==> src/rtl/eeprom_reg_pkg.sv <==
package eeprom_reg_pkg;
  localparam int unsigned REG_W        = 32;
  localparam int unsigned START_BIT    = 0;
  localparam int unsigned DONE_FITTED  = 4;
  localparam int unsigned DONE_ALT     = 1;
  localparam int unsigned ALSB_FITTED  = 8;
  localparam int unsigned ALSB_ALT     = 2;
  localparam int unsigned DATA_LSB     = 16;

  typedef enum logic {
    LAYOUT_ALT    = 1'b0,
    LAYOUT_FITTED = 1'b1
  } layout_e;

  typedef enum logic {
    ST_IDLE = 1'b0,
    ST_WAIT = 1'b1
  } rd_state_e;
endpackage

==> src/rtl/eeprom_reg_dec.sv <==
module eeprom_reg_dec #(
  parameter int unsigned AW     = 16,
  parameter logic [AW-1:0] OFFSET = 16'h0014
) (
  input  logic [AW-1:0] addr_i,
  input  logic          wr_i,
  input  logic          start_bit_i,
  input  logic [31:0]   word_i,
  output logic          start_o,
  output logic [31:0]   rdata_o
);
  logic hit;

  assign hit     = (addr_i == OFFSET);
  assign start_o = hit && wr_i && start_bit_i;
  assign rdata_o = hit ? word_i : '0;
endmodule

==> src/rtl/eeprom_fmt.sv <==
module eeprom_fmt
  import eeprom_reg_pkg::*;
#(
  parameter int unsigned EE_AW = 8,
  parameter int unsigned EE_DW = 16
) (
  input  layout_e             layout_i,
  input  logic [REG_W-1:0]    wdata_i,
  input  logic                done_i,
  input  logic [EE_DW-1:0]    data_i,
  output logic [EE_AW-1:0]    addr_o,
  output logic [REG_W-1:0]    word_o
);
  localparam int unsigned DONE_POS_F = DONE_FITTED;
  localparam int unsigned DONE_POS_A = DONE_ALT;

  always_comb begin
    if (layout_i == LAYOUT_FITTED) addr_o = wdata_i[ALSB_FITTED +: EE_AW];
    else                           addr_o = wdata_i[ALSB_ALT +: EE_AW];
  end

  always_comb begin
    word_o = '0;
    word_o[DATA_LSB +: EE_DW] = data_i;
    if (layout_i == LAYOUT_FITTED) word_o[DONE_POS_F] = done_i;
    else                           word_o[DONE_POS_A] = done_i;
  end
endmodule

==> src/rtl/eeprom_rd_ctl.sv <==
module eeprom_rd_ctl
  import eeprom_reg_pkg::*;
#(
  parameter int unsigned EE_AW = 8,
  parameter int unsigned EE_DW = 16
) (
  input  logic             clk_i,
  input  logic             rst_ni,
  input  logic             start_i,
  input  logic [EE_AW-1:0] addr_i,
  input  logic             ee_valid_i,
  input  logic [EE_DW-1:0] ee_rdata_i,
  output logic             ee_req_o,
  output logic [EE_AW-1:0] ee_addr_o,
  output logic             done_o,
  output logic [EE_DW-1:0] data_o
);
  rd_state_e  state_q;
  logic       accept;
  logic       capture;

  assign accept  = start_i && (state_q == ST_IDLE);
  assign capture = (state_q == ST_WAIT) && ee_valid_i;

  always_ff @(posedge clk_i or negedge rst_ni) begin
    if (!rst_ni) begin
      state_q   <= ST_IDLE;
      ee_req_o  <= 1'b0;
      ee_addr_o <= '0;
      done_o    <= 1'b0;
      data_o    <= '0;
    end else begin
      ee_req_o <= accept;
      if (accept) begin
        state_q   <= ST_WAIT;
        ee_addr_o <= addr_i;
        done_o    <= 1'b0;
      end else if (capture) begin
        state_q <= ST_IDLE;
        data_o  <= ee_rdata_i;
        done_o  <= 1'b1;
      end
    end
  end


  req_pulse_chk: assert property (@(posedge clk_i) disable iff (!rst_ni)
    ee_req_o |=> !ee_req_o);

  busy_addr_hold_chk: assert property (@(posedge clk_i) disable iff (!rst_ni)
    (state_q == ST_WAIT && !ee_valid_i) |=> $stable(ee_addr_o) && !ee_req_o);

  done_clear_chk: assert property (@(posedge clk_i) disable iff (!rst_ni)
    accept |=> !done_o && ee_req_o);

  data_hold_chk: assert property (@(posedge clk_i) disable iff (!rst_ni)
    !capture |=> $stable(data_o));

  done_set_chk: assert property (@(posedge clk_i) disable iff (!rst_ni)
    capture |=> done_o && (data_o == $past(ee_rdata_i)));

  idle_valid_chk: assert property (@(posedge clk_i) disable iff (!rst_ni)
    (state_q == ST_IDLE && !start_i) |=> $stable(done_o));
endmodule

==> src/rtl/eeprom_word_reg.sv <==
module eeprom_word_reg
  import eeprom_reg_pkg::*;
#(
  parameter int unsigned   AW     = 16,
  parameter logic [AW-1:0] OFFSET = 16'h0014,
  parameter int unsigned   EE_AW  = 8,
  parameter int unsigned   EE_DW  = 16
) (
  input  logic             clk_i,
  input  logic             rst_ni,
  input  logic             ee_fitted_i,
  input  logic [AW-1:0]    reg_addr_i,
  input  logic             reg_wr_i,
  input  logic [31:0]      reg_wdata_i,
  output logic [31:0]      reg_rdata_o,
  output logic             ee_req_o,
  output logic [EE_AW-1:0] ee_addr_o,
  input  logic [EE_DW-1:0] ee_rdata_i,
  input  logic             ee_valid_i
);
  layout_e          layout;
  logic             start;
  logic [EE_AW-1:0] wr_addr;
  logic             done;
  logic [EE_DW-1:0] data;
  logic [31:0]      word;

  assign layout = ee_fitted_i ? LAYOUT_FITTED : LAYOUT_ALT;

  eeprom_reg_dec #(.AW(AW), .OFFSET(OFFSET)) u_dec (
    .addr_i      (reg_addr_i),
    .wr_i        (reg_wr_i),
    .start_bit_i (reg_wdata_i[START_BIT]),
    .word_i      (word),
    .start_o     (start),
    .rdata_o     (reg_rdata_o)
  );

  eeprom_fmt #(.EE_AW(EE_AW), .EE_DW(EE_DW)) u_fmt (
    .layout_i (layout),
    .wdata_i  (reg_wdata_i),
    .done_i   (done),
    .data_i   (data),
    .addr_o   (wr_addr),
    .word_o   (word)
  );

  eeprom_rd_ctl #(.EE_AW(EE_AW), .EE_DW(EE_DW)) u_ctl (
    .clk_i      (clk_i),
    .rst_ni     (rst_ni),
    .start_i    (start),
    .addr_i     (wr_addr),
    .ee_valid_i (ee_valid_i),
    .ee_rdata_i (ee_rdata_i),
    .ee_req_o   (ee_req_o),
    .ee_addr_o  (ee_addr_o),
    .done_o     (done),
    .data_o     (data)
  );


  no_stray_req_chk: assert property (@(posedge clk_i) disable iff (!rst_ni)
    !(reg_wr_i && reg_addr_i == OFFSET && reg_wdata_i[START_BIT]) |=> !ee_req_o);

  low_bits_chk: assert property (@(posedge clk_i) disable iff (!rst_ni)
    $countones(reg_rdata_o[15:0]) <= 1);
endmodule

==> config.mk <==
export PLATFORM = sky130hd
export DESIGN_NAME = eeprom_word_reg
export DESIGN_NICKNAME = d
export VERILOG_FILES = /design/src/rtl/eeprom_reg_pkg.sv /design/src/rtl/eeprom_reg_dec.sv /design/src/rtl/eeprom_fmt.sv /design/src/rtl/eeprom_rd_ctl.sv /design/src/rtl/eeprom_word_reg.sv
export SDC_FILE = /design/constraint.sdc
export NUM_CORES = 1
export LEC_CHECK = 0
export ABC_AREA = 1
export BUFFER_PORTS_ARGS = -buffer_cell sky130_fd_sc_hd__buf_2
export CORE_ASPECT_RATIO = 1.5
export CORE_MARGIN = 8
export CORE_UTILIZATION = 33
export DETAILED_ROUTE_END_ITERATION = 16
export GPL_ROUTABILITY_DRIVEN = 0
export PLACE_DENSITY_LB_ADDON = 0.25
export SYNTH_ARGS = -nofsm -noshare
export SYNTH_HDL_FRONTEND = slang
export SYNTH_HIERARCHICAL = 1
export SYNTH_SLANG_ARGS = --single-unit
==> constraint.sdc <==
create_clock -name clk_i -period 1 [get_ports clk_i]
set_input_delay 0 -clock clk_i [delete_from_list [all_inputs] [get_ports clk_i]]
set_output_delay 0 -clock clk_i [all_outputs]
set_load 0.02 [all_outputs]
==> impl_results.md, run 1 <==
- Run status: complete, but fails checks
- Violated checks: setup timing
- Die height: 108.1 µm
- Lkg Pwr: 1.406 nW
- Setup CP Type: reg -> out
- Top delay family on crit path: flip-flops
- Slew Viols, Final: 0
- Most numerous cell on the critical path: inv_1
- H-tree depth: 1
- Vias per cell: 4.051
- CTS Buffer Depth: 2
- Initial Utilization: 0.3423
- Pin count of the biggest net entering global routing: 33
- CP Cell Sequence: inv_1, nor2_1, inv_1, nor2_2, buf_6
- CP required: 1.00 ns
- Avg Inst Size Synth: 7.175 µm²
- Top cell type's share of synthesized area: 0.3622
- Synth warn: 6
- Clock Tree Root: clkbuf_8
- Clk_lat worst skew: 0.27 ns
- Design area: 0.002534 mm²
- Final WL: 4.783 mm
- Slowest-stage cell, CP: dfrtp_1
- Vias in the first global route: 1617
- # rows: 33
- Post-synth EDFFs: 0
- Seq/Total Area, Yosys: 0.3622
- Top cell type by total area after synthesis: dfrtp_1
- Total congestion overflow: 0
- Int Pwr: 1.609 mW
- Number of I/O port buffers: 78
- Final Hold Fails: 0
- Multi-input logic area: 799.5 µm²
- Fmax: 0.9531 GHz
- Initial DRC count: 37
- Tmin final: 1.049 ns
- Pwr/cell area: 852.4 mW/mm²
- Leading cell type by number of instances after synthesis: nand2_1
- CTS Buf Count: 3
- Max Fanout on Critical Path: 3
- Final hold slack: 0.04320 ns
- CTS sink count: 27
- Sw Ratio: 0.2552
- Final Worst Setup Slack: -0.04926 ns
- Core area: 0.005450 mm²
- Wire per inst: 11.55 µm
- Period utilisation layout: 1.049
- RSZ-0062 raised after global routing: yes
- Post-route ant nets: 0
- Max-cap check violation count: 0
- Slowest Stage Delay on Critical Path: 0.39 ns
- Register area: 676.9 µm²
- CTS tree: done
- Synth cell types: 15
- Clock network fraction of total power: 0.285
- Mapped Cells: 260
- Share of power burned in combinational logic: 0.168
- CP bufs+invs: 3
- Sequential power share: 0.548
- Fin nets: 414
- Setup-failing EPs final: 2
- Main synth FF type: dfrtp_1
- Net Switching: 0.5512 mW
- Post-placement cell area: 0.002117 mm²
- # DRC: 0
- HP Class: in -> reg
- Vias: 1677
- # IOs: 110
- Diodes inserted: 0
- HPWL Detailed: 3.600 mm
- Fill count: 597
- Worst clock skew: 0.001255 ns
- Synth-to-Final Area Change: 35.81%
- Clk slew on worst S/H paths: 0.09 ns
- Die X: 77.39 µm
- Largest cells by area after synthesis: dfrtp_1 36%, nand2_1 16%, buf_4 14%
- DRT Pass-1 Iters: 4
- Crit path arrival time: 1.05 ns
- Synth top cells by count: 80 x nand2_1, 38 x inv_1, 34 x buf_4
- GRT Util Overall: 0.1093
- Setup Slack @ Placement: -0.1100 ns
- Endpoint type of the worst setup path: primary output
- Layout cells sized above 1: 0.3983
- Netlist Area Pre-Place: 0.001866 mm²
- CP Launch Type: register
- Async S/R FF share, synth: 1.000
- First-pass GRT wire length: 7.603 mm
- Yosys reg bits: 27
- Die area: 0.008365 mm²
- Maximum VDD drop: 0.4259 mV
- Antenna violations before repair: 0
==> through the flow <==
stage                     setup TNS, ns  power, mW  utilization  cells
final                          -0.07834      2.160       0.4649    414
after floorplan                       0      1.476            -    273
after global routing            -0.2859      2.308       0.4649    414
after CTS                       -0.1262      2.195       0.4327    408
after global placement           -1.408      1.501       0.3884    387
after detailed placement         -1.887      1.507       0.3884    387
==> layout make-up <==
cell class / instances / share of cell area
clock buffer: 3 / 0.01630
sequential: 27 / 0.2672
inverter: 39 / 0.05975
multi-input combinational: 166 / 0.3156
timing repair buffer: 108 / 0.3047
clock inverter: 1 / 0.001975
tap: 70 / 0.03457
==> cells by family (layout without fill, tap and decap cells) <==
kind of cell           count (synthesis)  after routing  share of synthesized area
flip-flops                            27             27                     0.3622
AND/OR/NAND/NOR                      151            151                     0.3763
AO/OA/AOI/OAI                          1              1                   0.002680
other                                  1             14                   0.002010
buffers and inverters                 80            151                     0.2569
==> worst paths after layout <==
check / start / endpoint / slack [ns] / depth (start not counted)
max reg2reg: u_ctl/state_q / u_ctl/ee_addr_o[6] / 0.10 / 4
min reg2reg: u_ctl/ee_addr_o[4] / u_ctl/ee_addr_o[4] / 0.47 / 2
max: u_ctl/done_o / reg_rdata_o[1] / -0.05 / 5
min: reg_wdata_i[5] / u_ctl/ee_addr_o[3] / 0.04 / 5
min in group asynchronous: rst_ni / u_ctl/ee_addr_o[7] / 0.25 / 3
max in group asynchronous: rst_ni / u_ctl/state_q / 0.47 / 3
==> timing repair <==
item                                   4_1_cts  5_1_grt
endpoints found under the hold margin       43        0
setup endpoints to repair                   18       43
setup buffers                                0        4
pin swaps                                    3        6
hold buffers                                17        0
cloned                                       0        2
resized for setup                            7       31
==> sequential cells by signal, summed over array words and instances, names as in the netlist <==
signal / flops
u_ctl/ee_addr_o: 8
u_ctl/data_o: 16
u_ctl/state_q: 1
u_ctl/ee_req_o: 1
u_ctl/done_o: 1
==> cells in the final DEF, fill, tap and decap left out, drive strengths merged <==
cell type and n:
clkbuf 5, dfrtp 27, inv 39, nand2 83, nor2 44, clkinv 1, nand3 24, conb 14
dlygate4sd3 17, buf 89, o21ai 1
==> power groups by stage <==
stage	sequential (mW)	clock, mW	combinational [mW]
2_1_floorplan	1.20	0	0.278
3_3_place_gp	1.20	0	0.297
3_5_place_dp	1.21	0	0.301
4_1_cts	1.18	0.656	0.354
5_1_grt	1.19	0.696	0.419
6_report	1.18	0.614	0.362
==> worst register-to-register path, delay by kind of cell, from the launching register on <==
family                 cells  cell delay [ns]
buffers and inverters      2             0.22
DFF                        1             0.47
and+or+nand+nor            2             0.15
==> layer usage <==
metal	routed length [µm]	vias up	part of all wire	GRT usage
met5	0	-	0	0
met4	74	0	0.015	0.04472
met3	354	5	0.074	0.03322
met2	2453	67	0.51	0.1946
met1	1900	725	0.40	0.1176
li1	-	880	-	-
Power figures use the tool's default switching activity.
==> inputs of run 2 (changes only) <==
- clock period: 1 -> 1.1 ns (I/O delays scaled with it)
==> run 2 against run 1 <==
The run now ends clean. Count of clock-buffer cells in the layout is 1 higher. Die area is the same. Final cell count is 1.7% lower. First-iteration DRC count down 2.7%. Register-to-register slack improved by 0.02 ns. Clock power shrank 8.8%. Power decreased by 9.4%. Worst hold slack better by 0.0015 ns. Global-route usage about the same. Critical path type unchanged. Critical endpoint unchanged.
==> impl_results.md, run 2 (synthesized netlist as in run 1, its figures left out) <==
- Run status: finished clean (was complete, but fails checks)
- Sw Ratio: 0.2513 (was 0.2552)
- CP Launch Type: register (unchanged)
- Net Switching: 0.4914 mW (was 0.5512 mW)
- Crit path arrival time: 1.04 ns (was 1.05 ns)
- # rows: 33 (unchanged)
- CP Cell Sequence: inv_1, nor2_1, inv_1, nor2_2, buf_6 (unchanged)
- First-pass GRT wire length: 7.624 mm (was 7.603 mm)
- Pwr/cell area: 835.0 mW/mm² (was 852.4 mW/mm²)
- Layout cells sized above 1: 0.3709 (was 0.3983)
- Max Fanout on Critical Path: 3 (unchanged)
- Die height: 108.1 µm (unchanged)
- H-tree depth: 1 (unchanged)
- Wire per inst: 10.99 µm (was 11.55 µm)
- CTS tree: done (unchanged)
- Clock network fraction of total power: 0.286 (was 0.285)
- Initial DRC count: 36 (was 37)
- Largest register FFs: 16 (unchanged)
- # DRC: 0 (unchanged)
- Sequential power share: 0.550 (was 0.548)
- Endpoint type of the worst setup path: primary output (unchanged)
- Share of power burned in combinational logic: 0.164 (was 0.168)
- CP required: 1.10 ns (was 1.00 ns)
- CTS Buffer Depth: 2 (unchanged)
- Worst Tran Pin Value: 0.6116 ns
- Die X: 77.39 µm (unchanged)
- Die area: 0.008365 mm² (unchanged)
- RSZ-0062 raised after global routing: yes (unchanged)
- Final WL: 4.473 mm (was 4.783 mm)
- Post-route ant nets: 0 (unchanged)
- Clock Tree Root: clkbuf_8 (unchanged)
- Pin count of the biggest net entering global routing: 28 (was 33)
- Maximum VDD drop: 0.2629 mV (was 0.4259 mV)
- Clk_lat worst skew: 0.27 ns (about the same)
- Biggest regs: u_ctl/data_o: 16 flops, u_ctl/ee_addr_o: 8 flops (unchanged)
- Most frequent cells in the layout: 80 x nand2_1, 76 x buf_2, 36 x inv_1 (was 80 x nand2_1, 62 x buf_2, 36 x inv_1)
- Int Pwr: 1.464 mW (was 1.609 mW)
- Worst slew margin: 0.5923
- Total congestion overflow: 0 (unchanged)
- Setup CP Type: reg -> out (unchanged)
- Antenna violations before repair: 0 (unchanged)
- Clk slew on worst S/H paths: 0.09 ns (about the same)
- Tmin final: 1.043 ns
- Most common cell after layout, fill and taps aside: nand2_1 (unchanged)
- Vias: 1606 (was 1677)
- Slowest Stage Delay on Critical Path: 0.39 ns (about the same)
- Number of I/O port buffers: 78 (unchanged)
- Max-cap check violation count: 0 (unchanged)
- HP Class: in -> reg (unchanged)
- Slew Viols, Final: 0 (unchanged)
- Vias in the first global route: 1686 (was 1617)
- Worst clock skew: 0.002266 ns (was 0.001255 ns)
- Setup TNS: 0 ns (was -0.07834 ns)
- # IOs: 110 (unchanged)
- Period utilisation layout: 0.9477
- Top reg by flops: u_ctl/data_o (unchanged)
- Fmax: 0.9592 GHz
- Initial Utilization: 0.3423 (unchanged)
- Setup-failing EPs final: 0 (was 2)
- Lkg Pwr: 1.328 nW (was 1.406 nW)
- Synth-to-Final Area Change: 25.55% (was 35.81%)
- CTS Buf Count: 3 (unchanged)
- DRT Pass-1 Iters: 2 (was 4)
- HPWL Detailed: 3.554 mm (was 3.600 mm)
- Most numerous cell on the critical path: inv_1 (unchanged)
- Final Hold Fails: 0 (unchanged)
- Top delay family on crit path: flip-flops (unchanged)
- Fill count: 609 (was 597)
- CP bufs+invs: 3 (unchanged)
- Core area: 0.005450 mm² (unchanged)
- Slowest-stage cell, CP: dfrtp_1 (unchanged)
- GRT Util Overall: 0.1088 (was 0.1093)
- Total power: 1.956 mW (was 2.160 mW)
- Diodes inserted: 0 (unchanged)
- Fin nets: 407 (was 414)
- Vias per cell: 3.946 (was 4.051)
- CTS sink count: 27 (unchanged)
==> run 2: cell count changes in the layout (fill, tap and decap cells not counted) <==
cell and delta:
nand2_2 +2, buf_6 -4, clkbuf_1 +1, buf_2 +14, buf_4 -14, clkbuf_16 -2, nor2_4 -4, nor2_1 +4
nand2_4 -2, buf_12 -1, clkinv_2 -1
==> run 2: power groups by stage <==
stage	Combinational [mW]	Clock (mW)	Sequential, mW
floorplan	0.252	0	1.09
finish	0.320	0.560	1.08
detailed placement	0.268	0	1.10
global route	0.374	0.610	1.08
global placement	0.264	0	1.09
CTS	0.323	0.580	1.08
==> run 2: per-stage QoR <==
step / utilization / hold slack, ns / area (µm²) / setup WS, ns / cells
final: 0.4298 / 0.04467 / 2342 / 0.05750 / 407
after global routing: 0.4298 / 0.07183 / 2342 / -0.06147 / 407
after CTS: 0.4270 / 0.04044 / 2327 / 0.01198 / 407
after detailed placement: 0.3857 / 0.05165 / 2102 / -0.006518 / 385
after global placement: 0.3857 / 0.05417 / 2102 / 0.04479 / 385
after floorplan: - / -0.2956 / 1914 / 0.08159 / 273
==> run 2: area by class of cell <==
| class | count | area (µm²) | area share |
|---|---|---|---|
| multi-input cells | 166 | 759.5 | 0.3243 |
| well taps | 70 | 87.58 | 0.03739 |
| clock buffers | 4 | 45.04 | 0.01923 |
| repair buffers | 101 | 621.8 | 0.2655 |
| flip-flops and latches | 27 | 676.9 | 0.2890 |
| inverters | 39 | 151.4 | 0.06464 |
==> run 2: final timing paths <==
| check | start | to | slack, ns | cells after the start |
|---|---|---|---|---|
| setup / recovery | u_ctl/done_o | reg_rdata_o[1] | 0.06 | 5 |
| hold / removal | reg_wdata_i[7] | u_ctl/ee_addr_o[5] | 0.04 | 5 |
| setup reg to reg | u_ctl/state_q | u_ctl/done_o | 0.12 | 4 |
| hold reg to reg | u_ctl/data_o[4] | u_ctl/data_o[4] | 0.48 | 2 |
| max in group asynchronous | rst_ni | u_ctl/state_q | 0.40 | 2 |
| min in group asynchronous | rst_ni | u_ctl/ee_req_o | 0.27 | 2 |
==> run 2: routing by layer <==
layer / vias to the layer above / global-route usage / part of all wire
li1: 866 / - / -
met1: 674 / 0.1133 / 0.40
met2: 64 / 0.1934 / 0.49
met3: 2 / 0.04236 / 0.10
met4: 0 / 0.04065 / 0.011
met5: - / 0 / 0
==> run 2: tightest hold or removal path: stages <==
cell and delay, ns:
buf_2 0.07, nand2_1 0.04, nand2_1 0.05, nand3_1 0.07
nand2_1 0.06
==> run 2: what timing repair did <==
action | CTS | global route
setup endpoints to repair | 1 | 14
hold buffers | 17 | 0
pin swaps | 0 | 3
gates resized for setup | 1 | 7
setup buffers | 1 | 0
hold endpoints to repair | 43 | 0
